==> config.mk <==
export PLATFORM = sky130hd
export DESIGN_NAME = chlatch_bank
export DESIGN_NICKNAME = d
export VERILOG_FILES = /design/src/rtl/chlatch_pkg.sv /design/src/rtl/chlatch_sync.sv /design/src/rtl/chlatch_cfg.sv /design/src/rtl/chlatch_fault.sv /design/src/rtl/chlatch_bank.sv
export SDC_FILE = /design/constraint.sdc
export NUM_CORES = 1
export LEC_CHECK = 0
export BUFFER_PORTS_ARGS = -buffer_cell sky130_fd_sc_hd__buf_2
export CAP_MARGIN = 20
export CORE_UTILIZATION = 32
export CTS_BUF_LIST = sky130_fd_sc_hd__clkbuf_4
export DETAILED_ROUTE_END_ITERATION = 10
export GPL_ROUTABILITY_DRIVEN = 0
export SLEW_MARGIN = 30
export SYNTH_ARGS = -nofsm -noshare
export SYNTH_HDL_FRONTEND = slang
export SYNTH_HIERARCHICAL = 1
export SYNTH_SLANG_ARGS = --single-unit
==> constraint.sdc <==
create_clock -name clk -period 1.1 [get_ports clk]
set_input_delay 0.11 -clock clk [delete_from_list [all_inputs] [get_ports clk]]
set_output_delay 0.11 -clock clk [all_outputs]
set_load 0.02 [all_outputs]
==> src/rtl/chlatch_pkg.sv <==
package chlatch_pkg;
  typedef enum int unsigned {
    LAT_OE   = 0,
    LAT_BIST = 1,
    LAT_PWR  = 2
  } lat_idx_e;

  localparam int unsigned NUM_LAT = 3;
endpackage

==> src/rtl/chlatch_sync.sv <==
module chlatch_sync #(
  parameter int unsigned STAGES = 2
) (
  input  logic clk,
  input  logic d,
  output logic q
);
  logic [STAGES-1:0] ff;

  always_ff @(posedge clk) begin
    ff <= {ff[STAGES-2:0], d};
  end

  assign q = ff[STAGES-1];
endmodule

==> src/rtl/chlatch_cfg.sv <==
module chlatch_cfg #(
  parameter int unsigned W            = 8,
  parameter logic [W-1:0] RST_VAL     = '0,
  parameter bit          HOLD_IF_OPEN = 1'b0
) (
  input  logic         clk,
  input  logic         rst_n,
  input  logic         open_i,
  input  logic [W-1:0] d,
  output logic [W-1:0] q
);
  logic do_rst;

  generate
    if (HOLD_IF_OPEN) begin : g_gated_rst
      assign do_rst = !rst_n && !open_i;
    end else begin : g_plain_rst
      assign do_rst = !rst_n;
    end
  endgenerate

  always_ff @(posedge clk) begin
    if (do_rst)      q <= RST_VAL;
    else if (open_i) q <= d;
  end
endmodule

==> src/rtl/chlatch_fault.sv <==
module chlatch_fault #(
  parameter int unsigned NUM_CH = 4
) (
  input  logic              clk,
  input  logic              rst_n,
  input  logic [NUM_CH-1:0] freq_err,
  input  logic [NUM_CH-1:0] amp_low,
  input  logic [NUM_CH-1:0] dens_low,
  input  logic [NUM_CH-1:0] pwr_en,
  output logic [NUM_CH-1:0] fault_n
);
  always_ff @(posedge clk) begin
    if (!rst_n) fault_n <= '0;
    else begin
      for (int i = 0; i < NUM_CH; i++) begin
        fault_n[i] <= !(freq_err[i] || amp_low[i] || dens_low[i] || !pwr_en[i]);
      end
    end
  end
endmodule

==> src/rtl/chlatch_bank.sv <==
module chlatch_bank
  import chlatch_pkg::*;
#(
  parameter  int unsigned NUM_CH      = 4,
  parameter  int unsigned SYNC_STAGES = 2,
  localparam int unsigned BUS_W       = 2 * NUM_CH
) (
  input  logic              clk,
  input  logic              rst_n,
  input  logic [BUS_W-1:0]  en_bus,
  input  logic              oe_le,
  input  logic              bist_le,
  input  logic              rxpwr_le,
  input  logic [NUM_CH-1:0] freq_err,
  input  logic [NUM_CH-1:0] amp_low,
  input  logic [NUM_CH-1:0] dens_low,
  output logic [BUS_W-1:0]  serial_oe,
  output logic [NUM_CH-1:0] tx_bist_on,
  output logic [NUM_CH-1:0] rx_bist_on,
  output logic [NUM_CH-1:0] rx_pwr_en,
  output logic [NUM_CH-1:0] link_fault_n
);
  logic [NUM_LAT-1:0] le_raw;
  logic [NUM_LAT-1:0] le_open;
  logic [BUS_W-1:0]   bist_q;

  assign le_raw[LAT_OE]   = oe_le;
  assign le_raw[LAT_BIST] = bist_le;
  assign le_raw[LAT_PWR]  = rxpwr_le;

  // One synchronizer per strobe
  for (genvar g = 0; g < NUM_LAT; g++) begin : g_sync
    chlatch_sync #(.STAGES(SYNC_STAGES)) sync_i (
      .clk (clk),
      .d   (le_raw[g]),
      .q   (le_open[g])
    );
  end

  chlatch_cfg #(.W(BUS_W), .RST_VAL({BUS_W{1'b1}}), .HOLD_IF_OPEN(1'b0)) oe_lat_i (
    .clk    (clk),
    .rst_n  (rst_n),
    .open_i (le_open[LAT_OE]),
    .d      (en_bus),
    .q      (serial_oe)
  );

  chlatch_cfg #(.W(BUS_W), .RST_VAL({BUS_W{1'b1}}), .HOLD_IF_OPEN(1'b1)) bist_lat_i (
    .clk    (clk),
    .rst_n  (rst_n),
    .open_i (le_open[LAT_BIST]),
    .d      (en_bus),
    .q      (bist_q)
  );

  // Only the low half of the bus is stored for power enables
  chlatch_cfg #(.W(NUM_CH), .RST_VAL({NUM_CH{1'b0}}), .HOLD_IF_OPEN(1'b0)) pwr_lat_i (
    .clk    (clk),
    .rst_n  (rst_n),
    .open_i (le_open[LAT_PWR]),
    .d      (en_bus[NUM_CH-1:0]),
    .q      (rx_pwr_en)
  );

  // Stored bits are active-low enables
  assign tx_bist_on = ~bist_q[NUM_CH-1:0];
  assign rx_bist_on = ~bist_q[BUS_W-1:NUM_CH];

  chlatch_fault #(.NUM_CH(NUM_CH)) fault_i (
    .clk      (clk),
    .rst_n    (rst_n),
    .freq_err (freq_err),
    .amp_low  (amp_low),
    .dens_low (dens_low),
    .pwr_en   (rx_pwr_en),
    .fault_n  (link_fault_n)
  );
endmodule

==> results of run 1 <==
logic make-up (layout without fill, tap and decap cells):
| logic type | Yosys count | after routing | share of synthesized area (%) |
|---|---|---|---|
| multiplexers | 12 | 12 | 11.1 |
| buffers and inverters | 13 | 83 | 6.73 |
| AO/OA/AOI/OAI | 8 | 8 | 6.50 |
| flip-flops | 30 | 30 | 55.7 |
| AND/OR/NAND/NOR | 36 | 36 | 20.0 |
final timing paths:
path         slack (ps)                endpoint  cells past startpoint
max                 120            rx_pwr_en[3]                      1
min                  40           oe_lat_i/q[4]                      3
max reg2reg         250           oe_lat_i/q[7]                      3
min reg2reg         330  g_sync[0].sync_i/ff[1]                      0
cell usage in the layout, fill, tap and decap left out:
master,netlist,routed
nor2_2,5,5
dfxtp_1,30,30
nor2_1,3,3
nor4_2,4,4
nand2_1,12,12
buf_2,0,48
mux2i_1,12,12
clkbuf_4,0,6
and2b_1,2,2
dlygate4sd3_1,0,15
buf_4,0,4
inv_1,8,8
a21oi_2,8,8
nor2b_1,10,10
clkinv_2,0,1
clkinv_1,0,1
metal layers:
metal  up-vias  part of all wire [%]
met4         0                   1.9
met3         5                   5.1
met5         -                     0
met2        26                    47
met1       390                    46
li1        456                     -
metrics by stage:
step / hold WS, ps / cells / total power, mW
final: 43.9 / 213 / 2.12
after global routing: 25.1 / 213 / 2.25
after CTS: 33.9 / 213 / 2.16
after detailed placement: 214 / 190 / 1.51
after global placement: 214 / 190 / 1.50
after floorplan: 138 / 99 / 1.39
where the power goes:
part,internal [mW],switching (mW),leakage (nW)
Combinational,0.163,0.176,0.486
Clock,0.264,0.337,0.0331
Sequential,1.15,0.0347,0.249
layout make-up:
cell class / instances / area share, %
sequential: 30 / 38.4
timing repair buffer: 67 / 26.9
multi-input combinational: 56 / 25.9
tap: 44 / 3.52
clock buffer: 6 / 2.88
inverter: 8 / 1.92
clock inverter: 2 / 0.560
what timing repair did:
action | CTS | global route
endpoints found under the hold margin | 7 | 0
gates resized for setup | 0 | 0
setup endpoints to repair | 0 | 0
hold buffers | 15 | 0
flip-flops by register name, indices dropped and copies added, names as in the netlist:
name,cells
fault_i/fault_n,4
oe_lat_i/q,8
bist_lat_i/q,8
g_sync.sync_i/ff,6
pwr_lat_i/q,4
==> results.cfg, run 1 <==
[run_status]
status = completed

[min_path]
hold_class = in2reg
min-delay-start = en_bus[4]

[route]
via_per_inst = 4.12
drt-pass1-iter-count = 3
wl_per_cell_um = 10.3
drtAntennaViolNets = 0
drt_iter0_drc = 6
num_vias = 877
routed_wl_um = 2200
drcViolationCount = 0

[logic_synthesis]
ys.flop_type = dfxtp_1
yosysTopAreaCellShare_pct = 55.7
yosys.area.top_type = dfxtp_1
synth_nets = 124
ys_types = 13
synth_warnings = 6
synth-async-reset-ratio_pct = 0
synth_area_leaders = dfxtp_1, mux2i_1, a21oi_2
synth_most_common_cell = dfxtp_1
syn_inst = 99
yosysSeqAreaShare_pct = 55.7
synth_seq_cells = 30
post_synth_most_frequent_cells = dfxtp_1, mux2i_1, nand2_1
synth_edf_count = 0
netlist_area_um2 = 1080
syn_avg_cell_area_um2 = 10.9

[timing]
tns_ps = 0
rsz0062_at_grt = false
max_slew_margin_pct = 83.9
fin_crit_ps = 982
fin_crit_sh_pct = 89.3
setup_viol = 0
hold_viol = 0
fin_ws_ps = 118
fmax_mhz = 1020
tightest_slew_ps = 240
drv_slew = 0
skew_ps = 5.31

[critical_path]
required_ps = 990
cp-end-kind = output pin
r2r_start = g_sync[0].sync_i/ff[1]
critPathBufInv = 1
path_delay_family = flip-flops
critPathKind = reg2out
startpoint = pwr_lat_i/q[3]
critPathMaxFanout = 3
slowest_delay_ps = 380
path_cells = buf_2
slowest_stage = dfxtp_1
worst_ep_arrival_time_ps = 870
cp-start-kind = flop

[finish]
multi_input_area_um2 = 405
final_layout_size_suffix_gt1_share_pct = 45.0
antenna_cells = 0
fillers = 295
final_util_pct = 50.0
fin_area_um2 = 1570
area_delta_synth_final_pct = 45.1
nNetsFinal = 193
seq_area_um2 = 601

[cts]
cts_buffers = 5
cts-htree-levels = 2
clock_path_buffers = 2
cts.sinks = 30
clk_pin_slew_worst_paths_ps = 90
cts_tree = yes
cts_setup_buffers = 0
clk_latency_ps = 310
root_buffer = clkbuf_4

[grt]
met3_usage_pct = 4.98
grt_overflow_total = 0
grt_pass1_wl_um = 3400
grt_pass1_vias = 795
grt_usage_pct = 13.4
grtUsageMet1_pct = 16.3
grt_max_degree = 17
grtUsageMet2_pct = 20.2
grt.busiest_layer = met2
antenna_found_initial = 0

[power_and_ir_drop]
power_leakage_nw = 0.769
p_per_area_nw_per_um2 = 1360
peakVddDrop_mv = 0.783

[die]
start_util_pct = 34.5
dieArea_um2 = 3610
pin_count = 49
rows = 20
core_um2 = 3130
die_y_um = 60.1
die_w_um = 60.1

[run]
drv_cap = 0

[place]
hpwl_um = 1520
port_buffers = 48
postPlaceCellArea_um2 = 1360
place_ws_ps = 249
(Power assumes the default switching activity.)
==> run 2: changes to the inputs <==
CTS_BUF_LIST = unset   (was sky130_fd_sc_hd__clkbuf_4)
==> run 2 against run 1 <==
Clock skew grew 4.9 ps. Sequential share of layout area shrank 0.15 points. Final cell count is the same. Die area is the same. Combinational power is essentially flat. Sequential power is essentially flat. Total power grew 2.4%. Largest cell class unchanged.
==> results.cfg, run 2 (same netlist as run 1, synthesis figures left out) <==
[run_status]
status = completed

[critical_path]
startpoint = pwr_lat_i/q[0]
cp-end-kind = output pin
r2r_start = g_sync[0].sync_i/ff[1]
slowest_delay_ps = 380
path_cells = buf_2
required_ps = 990
critPathMaxFanout = 3
worst_ep_arrival_time_ps = 880
critPathKind = reg2out
path_delay_family = flip-flops
slowest_stage = dfxtp_1
cp-start-kind = flop
critPathBufInv = 1

[place]
port_buffers = 48
hpwl_um = 1520
dpl.cell_count = 190
place_ws_ps = 249

[finish]
nNetsFinal = 193
layout_commonest_cell = buf_2
layout.cells.non_filler = 213
reg.largest.list = bist_lat_i/q (8), oe_lat_i/q (8), g_sync.sync_i/ff (6)
layout_common_cells = buf_2, dfxtp_1, dlygate4sd3_1
final_layout_size_suffix_gt1_share_pct = 45.0
antenna_cells = 0
area_delta_synth_final_pct = 45.7

[grt]
grt_pass1_wl_um = 3370
grt_usage_pct = 13.3
grt_overflow_total = 0
grt_max_degree = 17
grt_pass1_vias = 776
antenna_found_initial = 0

[cts]
cts_tree = yes
clock_path_buffers = 2
clk_pin_slew_worst_paths_ps = 90
root_buffer = clkbuf_4
postCtsHoldBufs = 15
cts_setup_buffers = 0
ctsResizeCount = 0
cts_buffers = 5
clk_latency_ps = 310
cts-htree-levels = 2
cts.sinks = 30

[die]
die_w_um = 60.1
dieArea_um2 = 3610
pin_count = 49
core_um2 = 3130
start_util_pct = 34.5
rows = 20
die_y_um = 60.1

[min_path]
hold_class = in2reg
min-delay-start = en_bus[6]

[timing]
fin_crit_sh_pct = 89.6
drv_slew = 0
skew_ps = 10.2
max_slew_margin_pct = 84.0
fin_ws_ps = 115
hold_viol = 0
setup_viol = 0
fin_crit_ps = 985
tns_ps = 0
whs_ps = 40.6
rsz0062_at_grt = false
fmax_mhz = 1010
tightest_slew_ps = 239

[route]
via_per_inst = 4.07
drtAntennaViolNets = 0
drt_iter0_drc = 10
drcViolationCount = 0
routed_wl_um = 2170
num_vias = 866
wl_per_cell_um = 10.2
drt-pass1-iter-count = 2

[power_and_ir_drop]
peakVddDrop_mv = 0.727
p_per_area_nw_per_um2 = 1380
finalPower_mw = 2.17
power_leakage_nw = 0.771

[run]
drv_cap = 0
[run 2: cell count changes in the layout (fill, tap and decap cells not counted), sizes merged]
cell    delta
clkbuf     +1
clkinv     -1
[run 2: through the flow]
step	utilization, %	area [um^2]
finish	50.2	1570
global route	50.2	1570
CTS	50.2	1570
detailed placement	43.5	1360
global placement	43.5	1360
floorplan	-	1080
[run 2: routing by layer]
layer	vias up	GRT usage, %	routed length [um]
li1	456	-	-
met2	27	19.7	997
met3	5	4.98	124
met4	0	7.97	42
met5	-	0	0
met1	378	16.3	1010
[run 2: area by class of cell]
class                      count  area [um^2]
inverter                       8         30.0
fill                         291         1560
multi-input combinational     56          405
clock buffer                   7         55.1
clock inverter                 1         5.00
tap                           44         55.1
timing repair buffer          67          420
sequential                    30          601
[run 2: worst paths after layout]
path	to	slack (ps)	cells past startpoint
worst max-delay path	rx_pwr_en[0]	110	1
worst min-delay path	oe_lat_i/q[6]	40	3
worst max register to register	oe_lat_i/q[7]	240	3
worst min register to register	g_sync[0].sync_i/ff[1]	330	0
[run 2: power breakdown]
| group | total (mW) | leakage, nW | internal [mW] | switching [mW] |
|---|---|---|---|---|
| sequential | 1.18 | 0.249 | 1.15 | 0.0346 |
| clock | 0.653 | 0.0353 | 0.309 | 0.343 |
| combinational | 0.339 | 0.486 | 0.163 | 0.175 |
| total | 2.17 | 0.771 | 1.62 | 0.553 |
